<file path="src/rtl/mbox_pkg.sv">
package mbox_pkg;

  typedef enum logic [3:0] {
    ST_IDLE,
    ST_WR_RSP,
    ST_WR_ARG,
    ST_WR_CMD,
    ST_POLL_REQ,
    ST_POLL_WAIT,
    ST_GAP,
    ST_ARG_REQ,
    ST_ARG_WAIT,
    ST_DONE
  } mbox_state_e;

  localparam logic [7:0] CODE_OK        = 8'h01;
  localparam logic [7:0] CODE_FAILED    = 8'hFF;
  localparam logic [7:0] CODE_UNKNOWN   = 8'hFE;
  localparam logic [7:0] CODE_PREREQ    = 8'hFD;
  localparam logic [7:0] CODE_REJ_BUSY  = 8'hFC;

  // Idle cycles between a zero response and the next poll request.
  function automatic int unsigned gap_cycles(input int unsigned cyc_per_us,
                                             input int unsigned poll_us);
    return cyc_per_us * poll_us;
  endfunction

  // Success test on a full-width status word.
  function automatic logic status_is_ok(input logic [31:0] s);
    return s == {24'd0, CODE_OK};
  endfunction

endpackage

</file>
<file path="src/rtl/mbox_gap_timer.sv">
module mbox_gap_timer #(
  parameter int unsigned GAP = 1250
) (
  input  logic clk,
  input  logic rst_n,
  input  logic load,
  output logic expired
);
  localparam int unsigned CNT_W = (GAP < 2) ? 1 : $clog2(GAP);
  localparam logic [CNT_W-1:0] RELOAD = CNT_W'(GAP - 1);

  logic [CNT_W-1:0] cnt;

  always_ff @(posedge clk or negedge rst_n) begin
    if (!rst_n) begin
      cnt <= '0;
    end else if (load) begin
      cnt <= RELOAD;
    end else if (cnt != '0) begin
      cnt <= cnt - 1'b1;
    end
  end

  assign expired = (cnt == '0);

  AST_TMR_RANGE: assert property (@(posedge clk) disable iff (!rst_n)
    cnt <= RELOAD);
  AST_TMR_LOAD: assert property (@(posedge clk) disable iff (!rst_n)
    load |=> (cnt == RELOAD));

endmodule

</file>
<file path="src/rtl/mbox_retry_ctr.sv">
module mbox_retry_ctr #(
  parameter int unsigned MAX_RETRY = 200000
) (
  input  logic clk,
  input  logic rst_n,
  input  logic clr,
  input  logic bump,
  output logic last
);
  localparam int unsigned RTY_W = $clog2(MAX_RETRY + 2);
  localparam logic [RTY_W-1:0] LIMIT = RTY_W'(MAX_RETRY);

  logic [RTY_W-1:0] cnt;

  always_ff @(posedge clk or negedge rst_n) begin
    if (!rst_n) begin
      cnt <= '0;
    end else if (clr) begin
      cnt <= '0;
    end else if (bump && (cnt != LIMIT)) begin
      cnt <= cnt + 1'b1;
    end
  end

  // The current zero read is the final allowed one.
  assign last = (cnt == LIMIT);

  AST_RTY_RANGE: assert property (@(posedge clk) disable iff (!rst_n)
    cnt <= LIMIT);

endmodule

</file>
<file path="src/rtl/mbox_requester.sv">
module mbox_requester
  import mbox_pkg::*;
#(
  parameter int unsigned ADDR_W     = 16,
  parameter int unsigned DATA_W     = 32,
  parameter int unsigned CMD_W      = 8,
  parameter int unsigned CYC_PER_US = 125,
  parameter int unsigned POLL_US    = 10,
  parameter int unsigned MAX_RETRY  = 200000,
  parameter logic [ADDR_W-1:0] RSP_ADDR = 'h0,
  parameter logic [ADDR_W-1:0] ARG_ADDR = 'h4,
  parameter logic [ADDR_W-1:0] CMD_ADDR = 'h8
) (
  input  logic              clk,
  input  logic              rst_n,
  input  logic              start,
  input  logic [CMD_W-1:0]  cmd_id,
  input  logic [DATA_W-1:0] cmd_arg,
  output logic              busy,
  output logic              done,
  output logic              timeout,
  output logic              ok,
  output logic [DATA_W-1:0] status,
  output logic [DATA_W-1:0] ret_data,
  output logic              req_valid,
  input  logic              req_ready,
  output logic [ADDR_W-1:0] req_addr,
  output logic              req_we,
  output logic [DATA_W-1:0] req_wdata,
  input  logic              rsp_valid,
  input  logic [DATA_W-1:0] rsp_rdata
);
  localparam int unsigned GAP = gap_cycles(CYC_PER_US, POLL_US);

  mbox_state_e state, state_nx;
  logic [CMD_W-1:0]  cmd_q;
  logic [DATA_W-1:0] arg_q;

  // Named internal events
  logic accept_start;
  logic req_fire;
  logic poll_data;
  logic poll_zero;
  logic poll_hit;
  logic poll_exhausted;
  logic gap_load;
  logic gap_expired;
  logic retry_last;
  logic arg_data;

  assign accept_start   = (state == ST_IDLE) && start;
  assign req_fire       = req_valid && req_ready;
  assign poll_data      = (state == ST_POLL_WAIT) && rsp_valid;
  assign poll_zero      = poll_data && (rsp_rdata == '0);
  assign poll_hit       = poll_data && (rsp_rdata != '0);
  assign poll_exhausted = poll_zero && retry_last;
  assign gap_load       = poll_zero && !retry_last;
  assign arg_data       = (state == ST_ARG_WAIT) && rsp_valid;

  mbox_gap_timer #(.GAP(GAP)) u_gap (
    .clk     (clk),
    .rst_n   (rst_n),
    .load    (gap_load),
    .expired (gap_expired)
  );

  mbox_retry_ctr #(.MAX_RETRY(MAX_RETRY)) u_retry (
    .clk   (clk),
    .rst_n (rst_n),
    .clr   (accept_start),
    .bump  (poll_zero),
    .last  (retry_last)
  );

  always_comb begin
    state_nx = state;
    unique case (state)
      ST_IDLE:      if (start)         state_nx = ST_WR_RSP;
      ST_WR_RSP:    if (req_fire)      state_nx = ST_WR_ARG;
      ST_WR_ARG:    if (req_fire)      state_nx = ST_WR_CMD;
      ST_WR_CMD:    if (req_fire)      state_nx = ST_POLL_REQ;
      ST_POLL_REQ:  if (req_fire)      state_nx = ST_POLL_WAIT;
      ST_POLL_WAIT: begin
        if (poll_hit || poll_exhausted) state_nx = ST_ARG_REQ;
        else if (poll_zero)             state_nx = ST_GAP;
      end
      ST_GAP:       if (gap_expired)   state_nx = ST_POLL_REQ;
      ST_ARG_REQ:   if (req_fire)      state_nx = ST_ARG_WAIT;
      ST_ARG_WAIT:  if (rsp_valid)     state_nx = ST_DONE;
      ST_DONE:                         state_nx = ST_IDLE;
      default:                         state_nx = ST_IDLE;
    endcase
  end

  always_ff @(posedge clk or negedge rst_n) begin
    if (!rst_n) begin
      state    <= ST_IDLE;
      cmd_q    <= '0;
      arg_q    <= '0;
      status   <= '0;
      ret_data <= '0;
      timeout  <= 1'b0;
    end else begin
      state <= state_nx;
      if (accept_start) begin
        cmd_q   <= cmd_id;
        arg_q   <= cmd_arg;
        timeout <= 1'b0;
      end
      if (poll_hit) begin
        status <= rsp_rdata;
      end else if (poll_exhausted) begin
        status  <= '0;
        timeout <= 1'b1;
      end
      if (arg_data) begin
        ret_data <= rsp_rdata;
      end
    end
  end

  // Bus request generation
  always_comb begin
    req_valid = 1'b0;
    req_we    = 1'b0;
    req_addr  = '0;
    req_wdata = '0;
    unique case (state)
      ST_WR_RSP: begin
        req_valid = 1'b1;
        req_we    = 1'b1;
        req_addr  = RSP_ADDR;
      end
      ST_WR_ARG: begin
        req_valid = 1'b1;
        req_we    = 1'b1;
        req_addr  = ARG_ADDR;
        req_wdata = arg_q;
      end
      ST_WR_CMD: begin
        req_valid = 1'b1;
        req_we    = 1'b1;
        req_addr  = CMD_ADDR;
        req_wdata = {{(DATA_W-CMD_W){1'b0}}, cmd_q};
      end
      ST_POLL_REQ: begin
        req_valid = 1'b1;
        req_addr  = RSP_ADDR;
      end
      ST_ARG_REQ: begin
        req_valid = 1'b1;
        req_addr  = ARG_ADDR;
      end
      default: ;
    endcase
  end

  assign busy = (state != ST_IDLE);
  assign done = (state == ST_DONE);
  assign ok   = status_is_ok(32'(status));

  AST_IDLE_QUIET: assert property (@(posedge clk) disable iff (!rst_n)
    !busy |-> !req_valid && !done);
  AST_REQ_HOLD_V: assert property (@(posedge clk) disable iff (!rst_n)
    req_valid && !req_ready |=> req_valid);
  AST_REQ_HOLD_A: assert property (@(posedge clk) disable iff (!rst_n)
    req_valid && !req_ready |=> $stable(req_addr) && $stable(req_we));
  AST_REQ_HOLD_D: assert property (@(posedge clk) disable iff (!rst_n)
    req_valid && !req_ready |=> $stable(req_wdata));
  AST_DONE_ONE: assert property (@(posedge clk) disable iff (!rst_n)
    done |=> !done && !busy);
  AST_BUSY_HOLD: assert property (@(posedge clk) disable iff (!rst_n)
    busy && !done |=> busy);
  AST_START_IGN: assert property (@(posedge clk) disable iff (!rst_n)
    busy && start |=> $stable(cmd_q) && $stable(arg_q));
  AST_TMO_ZERO: assert property (@(posedge clk) disable iff (!rst_n)
    done && timeout |-> status == '0);
  AST_HIT_NONZERO: assert property (@(posedge clk) disable iff (!rst_n)
    done && !timeout |-> status != '0);

endmodule

</file>
<file path="config.mk">
export PLATFORM = sky130hd
export DESIGN_NAME = mbox_requester
export DESIGN_NICKNAME = d
export VERILOG_FILES = /design/src/rtl/mbox_pkg.sv /design/src/rtl/mbox_gap_timer.sv /design/src/rtl/mbox_retry_ctr.sv /design/src/rtl/mbox_requester.sv
export SDC_FILE = /design/constraint.sdc
export NUM_CORES = 1
export LEC_CHECK = 0
export ABC_AREA = 1
export BUFFER_PORTS_ARGS = -buffer_cell sky130_fd_sc_hd__buf_2
export CORE_UTILIZATION = 37
export DETAILED_ROUTE_END_ITERATION = 10
export PLACE_DENSITY = 0.71
export SETUP_SLACK_MARGIN = 0.4
export SYNTH_ARGS = -nofsm -noshare
export SYNTH_HDL_FRONTEND = slang
export SYNTH_SLANG_ARGS = --single-unit
</file>
<file path="constraint.sdc">
create_clock -name clk -period 1.7 [get_ports clk]
set_input_delay 0.085 -clock clk [delete_from_list [all_inputs] [get_ports clk]]
set_output_delay 0.085 -clock clk [all_outputs]
set_load 0.005 [all_outputs]
</file>
# ---- After elaboration in Yosys (flattened, before gate mapping)
# Cells that the tools add are included.
dict set report op_classes {
  addsub 2
  eq_ne 21
  reduce_logical 24
  n_mux 24
}
# cell count
set ops {}
lappend ops {{2-to-1 mux 32 bit} 2}
lappend ops {{case mux 32 bit (2 select lines)} 1}
lappend ops {{2-to-1 mux 4 bit} 10}
lappend ops {{2-to-1 mux 18 bit} 2}
lappend ops {{case mux 4 bit (9 select lines)} 1}
lappend ops {{equality test 32 x 1 -> 1 bit (second input constant)} 1}
lappend ops {{logical NOT 32 bit} 1}
lappend ops {{nonzero test 32 bit} 1}
lappend ops {{2-to-1 mux 11 bit} 2}
lappend ops {{adder 18 x 1 -> 18 bit (second input constant)} 1}
lappend ops {{equality test 18 bit (second input constant)} 1}
lappend ops {{!= test 18 bit (second input constant)} 1}
lappend ops {{equality test 4 x 3 -> 1 bit (second input constant)} 4}
lappend ops {{!= test 2 bit (second input constant)} 8}
lappend ops {{logical NOT 11 bit} 1}
lappend ops {{nonzero test 11 bit} 1}
lappend ops {{subtractor 11 x 1 -> 11 bit (second input constant)} 1}
lappend ops {{logical AND 1 bit} 9}
lappend ops {{AND reduction 9 bit} 1}
lappend ops {{equality test 4 x 2 -> 1 bit (second input constant)} 2}
lappend ops {{equality test 4 bit (second input constant)} 2}
lappend ops {{case mux 4 bit (2 select lines)} 1}
lappend ops {{nonzero test 2 bit} 3}
lappend ops {{2-to-1 mux 1 bit} 5}
lappend ops {{9 further kinds} 9}
dict set report word_totals {
  out_inout_bits 118
  inputBits 77
  elab_cells 79
  reg_bits 138
}

# ---- Longest topological paths before layout
dict set report logic_depth {
  depth_word 7
  mapped_depth 12
  depth_no_buf 11
}

# ---- Cells and area by module
# Synthesis repeated with hierarchy kept, for this count alone.
dict set report unflattened {
  hier_cells 805
  hier_area_um2 6867.8
}
# module area_each_um2 seq_area_each_um2 cells_per_inst instances
set modules_own_cells {}
lappend modules_own_cells {mbox_requester 5031.1 2727.6 544 1}
lappend modules_own_cells {mbox_retry_ctr 1214.9 450.4 178 1}
lappend modules_own_cells {mbox_gap_timer 621.8 275.3 83 1}

# ---- Least setup slack after synthesis
# OpenSTA, ideal clock, no wires.
dict set report synth_timing {
  path_type {register to register}
  startpoint {reg u_retry.cnt[0]}
  endpoint {reg status[7]}
  required_ns 1.570
  setup_slack_ns 0.109
  t_arrival_ns 1.461
  setup_ns 0.130
  path_stages_with_launch 11
  cell_sequence {dfrtp_1 > inv_1 > ha_1 > nand2_1 > nor2_1 > nand3_1 > nor2_1 > nand3_1 > buf_2 > nand3_1 > o21ai_1}
}
dict set report synth_via {
  elab_chain_len 3
}
# item line
set synth_rtl {}
lappend synth_rtl {{from (decl)} mbox_retry_ctr.sv:13} ;# logic [RTY_W-1:0] cnt;
lappend synth_rtl {{from (signal assigned)} mbox_retry_ctr.sv:21} ;# cnt <= cnt + 1'b1;
lappend synth_rtl {{equality test 18 bit} mbox_retry_ctr.sv:26} ;# assign last = (cnt == LIMIT);
lappend synth_rtl {{logical AND 1 bit} mbox_requester.sv:56} ;# assign poll_exhausted = poll_zero && retry_last;
lappend synth_rtl {{nonzero test 2 bit (no source line)} n/a}
lappend synth_rtl {{to (signal assigned)} mbox_requester.sv:111} ;# status <= rsp_rdata;
lappend synth_rtl {{to (decl)} mbox_requester.sv:23} ;# output logic [DATA_W-1:0] status,
# Every way passes these cells.
# A chain may end at the register's enable or synchronous reset.

# ---- Worst setup path in the final report
dict set report layout_timing {
  startpoint {reg u_retry.cnt[1]}
  endpoint {reg u_retry.cnt[14]}
}
dict set report layout_via {
  elab_chain_len 3
  elab_cells_between_ends 6
  cone_classes {add/sub (1); eq/ne (1); mux (2); reduce/logical (2)}
}
# item line
set layout_rtl {}
lappend layout_rtl {{adder 18 x 1 -> 18 bit or != test 18 bit (tied branches)} {mbox_retry_ctr.sv:21, mbox_retry_ctr.sv:20}}
lappend layout_rtl {{2-to-1 mux 18 bit or logical AND 1 bit (tied branches)} mbox_retry_ctr.sv:20} ;# end else if (bump && (cnt != LIMIT)) begin
lappend layout_rtl {{2-to-1 mux 18 bit or nonzero test 2 bit (tied branches)} n/a}
# Several ways; a longest one is shown, not always the timed one. The select of a mux whose other input is x is not followed.

==> flow_summary.ini <==
[setup_path]
crit_family = simple AND/OR/NAND/NOR gates
r2r_start = u_retry.cnt[1]
worstSetupPathType = flop to flop
crit_arrival_ns = 2.24
critPathMaxFanout = 3
slowest_stage = dfrtp_1
required_ns = 2.06
critPathBufInv = 3
max_stage_delay_ns = 0.38
crit_path_end_kind = flop
start_kind = flop
cp_common_cell = nand2_1
r2r-end = u_retry.cnt[14]
rr_worst_depth = 11
reg2reg_slack_ns = -0.18
path_cells = buf_4 -> ha_2 -> inv_1 -> nor3_1 -> buf_4 -> nand3_1 -> nand2_1 -> nand2_1 -> nor2_1 -> nand2_2 -> nand2_1

[finish]
syn_to_final_growth_pct = 77.9
diodes = 0
final_cells = 1467
layout.filler_cells = 1234
multi_input_area_um2 = 3920
seq_area_um2 = 3460
layout-drive-gt1-share = 0.481
nNetsFinal = 1307

[cts]
clkTransAtPathRegs_ns = 0.06
htreeDepth = 4
cts_tree = yes
clk_latency_ns = 0.42
cts_root_buf = clkbuf_16
clock_sinks = 138
cts_buffers = 17
clock_path_buffers = 2

[floorplan]
core_area_um2 = 18000
initial_utilization = 0.378
die_area_um2 = 18900
die_x_um = 137
pin_count = 195
rows = 49
die_y_um = 137

[global_routing]
met2_usage = 0.416
grtUsageMet3 = 0.0714
grt_max_degree = 48
grt_pass1_wl_um = 34300
grt_pass1_vias = 6961
grt.busiest_layer = met2
grt_overflow = 0
grt_util_met1 = 0.278
antenna_found_initial = 1
gr-usage-all-layers = 0.238

[yosys]
synth-seq-area-share = 0.509
ys_ff_latch = 138
syn_area_um2 = 6790
yosys_warnings = 0
syn_avg_cell_area_um2 = 7.81
synth_cells = 869
synth_cell_types = 32

[hold_path]
hold_path.class = primary input to flop
worstHoldEndpoint = state[2]
hold_depth = 4
hold_start = rsp_valid

[route]
ant_nets = 0
vias_per_cell = 5.25
vias = 7696
wl_um = 28300
drc = 0
wire_per_inst_um = 19.3
firstDrtPassIters = 5
drtIter0Drc = 565

[flow_run]
max_cap_viol_count = 0

[power_and_ir_drop]
finalPower_uw = 16400
pwr_density_cell_nw_per_um2 = 1360
vdd_drop_max_mv = 0.919
power_leakage_uw = 0.00627

[sta]
timing_hold_violations_final = 0
slew_viol_final = 0
rsz0062_at_grt = true
timing.fmax_mhz = 532
finalCriticalPeriod_ns = 1.88
fin_ws_ns = -0.179
clock_skew_ns = 0.00765
whs_ns = 0.184
fin_crit_sh = 1.11
finalSetupViolCount = 73

[outcome]
violations = negative setup slack
status = finished, violations left

[placed_design]
gp_routability_congestion = 0.845
dpl.cell_count = 1268
numPortBuffers = 180
place_hpwl_um = 12400
## through the flow
step                setup TNS [ns]  instance area, µm²  utilization  setup slack, ns
floorplan                        0                6950            -            0.168
global placement                 0                8120        0.452           0.0735
detailed placement               0                8120        0.452           0.0322
CTS                          -1.90               10500        0.586           -0.142
global route                -11.64               12100        0.672           -0.256
finish                       -5.73               12100        0.672           -0.179
## power breakdown
group	switching [µW]	leakage [µW]	internal (µW)	total [µW]
combinational	3930	0.00420	3530	7460
sequential	765	0.00178	4300	5070
clock	1470	0.000288	2380	3840
## worst register-to-register path: cells and delay by family (launching register included)
family        cells  cell delay [ns]
flops             1             0.38
simple gates      7             0.77
buf+inv           3             0.45
fa+ha+maj         1             0.21
## Yosys cell counts, drive strengths merged
| cell | number | area (µm²) |
|---|---|---|
| or2 | 2 | 12.5 |
| o211ai | 1 | 7.51 |
| nand3 | 75 | 385 |
| o22ai | 1 | 6.26 |
| a21oi | 4 | 20.0 |
| inv | 109 | 409 |
| ha | 4 | 50.1 |
| a22o | 8 | 70.1 |
| nand4 | 8 | 56.3 |
| nand2 | 224 | 843 |
| nor4b | 1 | 8.76 |
| o21bai | 1 | 7.51 |
| nor4 | 1 | 6.26 |
| clkbuf | 12 | 45.0 |
| nor3 | 9 | 50.1 |
| conb | 1 | 3.75 |
| nor2 | 120 | 480 |
| buf | 36 | 250 |
| dfrtp | 138 | 3450 |
| xor2 | 14 | 123 |
| o21ai | 100 | 500 |
## metal layers
layer  vias to the layer above  part of all wire
met4                         2             0.034
met5                         -           0.00046
met3                        82             0.084
li1                       3450                 -
met1                      3738              0.37
met2                       424              0.51
## worst max-delay path by stage
stage | startpoint | to | slack [ns] | cells after the start
4_1_cts | status[3] | ok | -0.14 | 6
2_1_floorplan | u_retry.cnt[0] | u_gap.cnt[7] | 0.17 | 10
6_report | u_retry.cnt[1] | u_retry.cnt[14] | -0.18 | 11
3_3_place_gp | u_gap.cnt[5] | state[2] | 0.07 | 9
5_1_grt | state[3] | req_wdata[13] | -0.26 | 8
3_5_place_dp | u_gap.cnt[5] | state[2] | 0.03 | 9
## layout make-up
class | count | share of cell area
multi-input combinational | 588 | 0.325
sequential | 138 | 0.286
timing repair buffer | 371 | 0.279
clock buffer | 20 | 0.0378
inverter | 109 | 0.0359
tap | 229 | 0.0237
clock inverter | 11 | 0.0120
timing repair inverter | 1 | 0.000518
## logic make-up after synthesis
kind of cell / after synthesis / share of synthesized area
other: 1 / 0.000552
XOR/XNOR: 14 / 0.0181
adder cells (fa/ha/maj): 4 / 0.00737
AO/OA/AOI/OAI: 115 / 0.0901
flip-flops: 138 / 0.509
buffers and inverters: 157 / 0.104
AND/OR/NAND/NOR: 440 / 0.271
## registers in the layout, summed over array words and instances (netlist names)
name	count
arg_q	32
ret_data	32
status	32
u_retry.cnt	18
u_gap.cnt	11
cmd_q	8
state	4
timeout	1
## cells in the final DEF, fill, tap and decap left out, types with 17 or more instances in the layout
cell type	netlist	final
nand2_4	0	53
o21ai_1	32	41
nor2_1	112	90
inv_1	106	93
dfrtp_1	138	133
nand3_1	73	40
o21ai_2	0	50
nand2_2	1	62
buf_4	16	45
buf_12	0	17
dlygate4sd3_1	0	75
nor2_4	2	17
buf_6	5	28
nand2_1	223	107
clkbuf_16	0	31
buf_2	14	173
nand3_2	2	28
## repair_timing
action	4_1_cts	5_1_grt
pin swaps	52	66
setup endpoints to repair	177	177
gates resized for setup	176	261
buffers inserted	38	25
cloned	11	19
hold endpoints to repair	205	0
hold buffers	75	0
No activity file was read; power rests on OpenSTA's default activity.
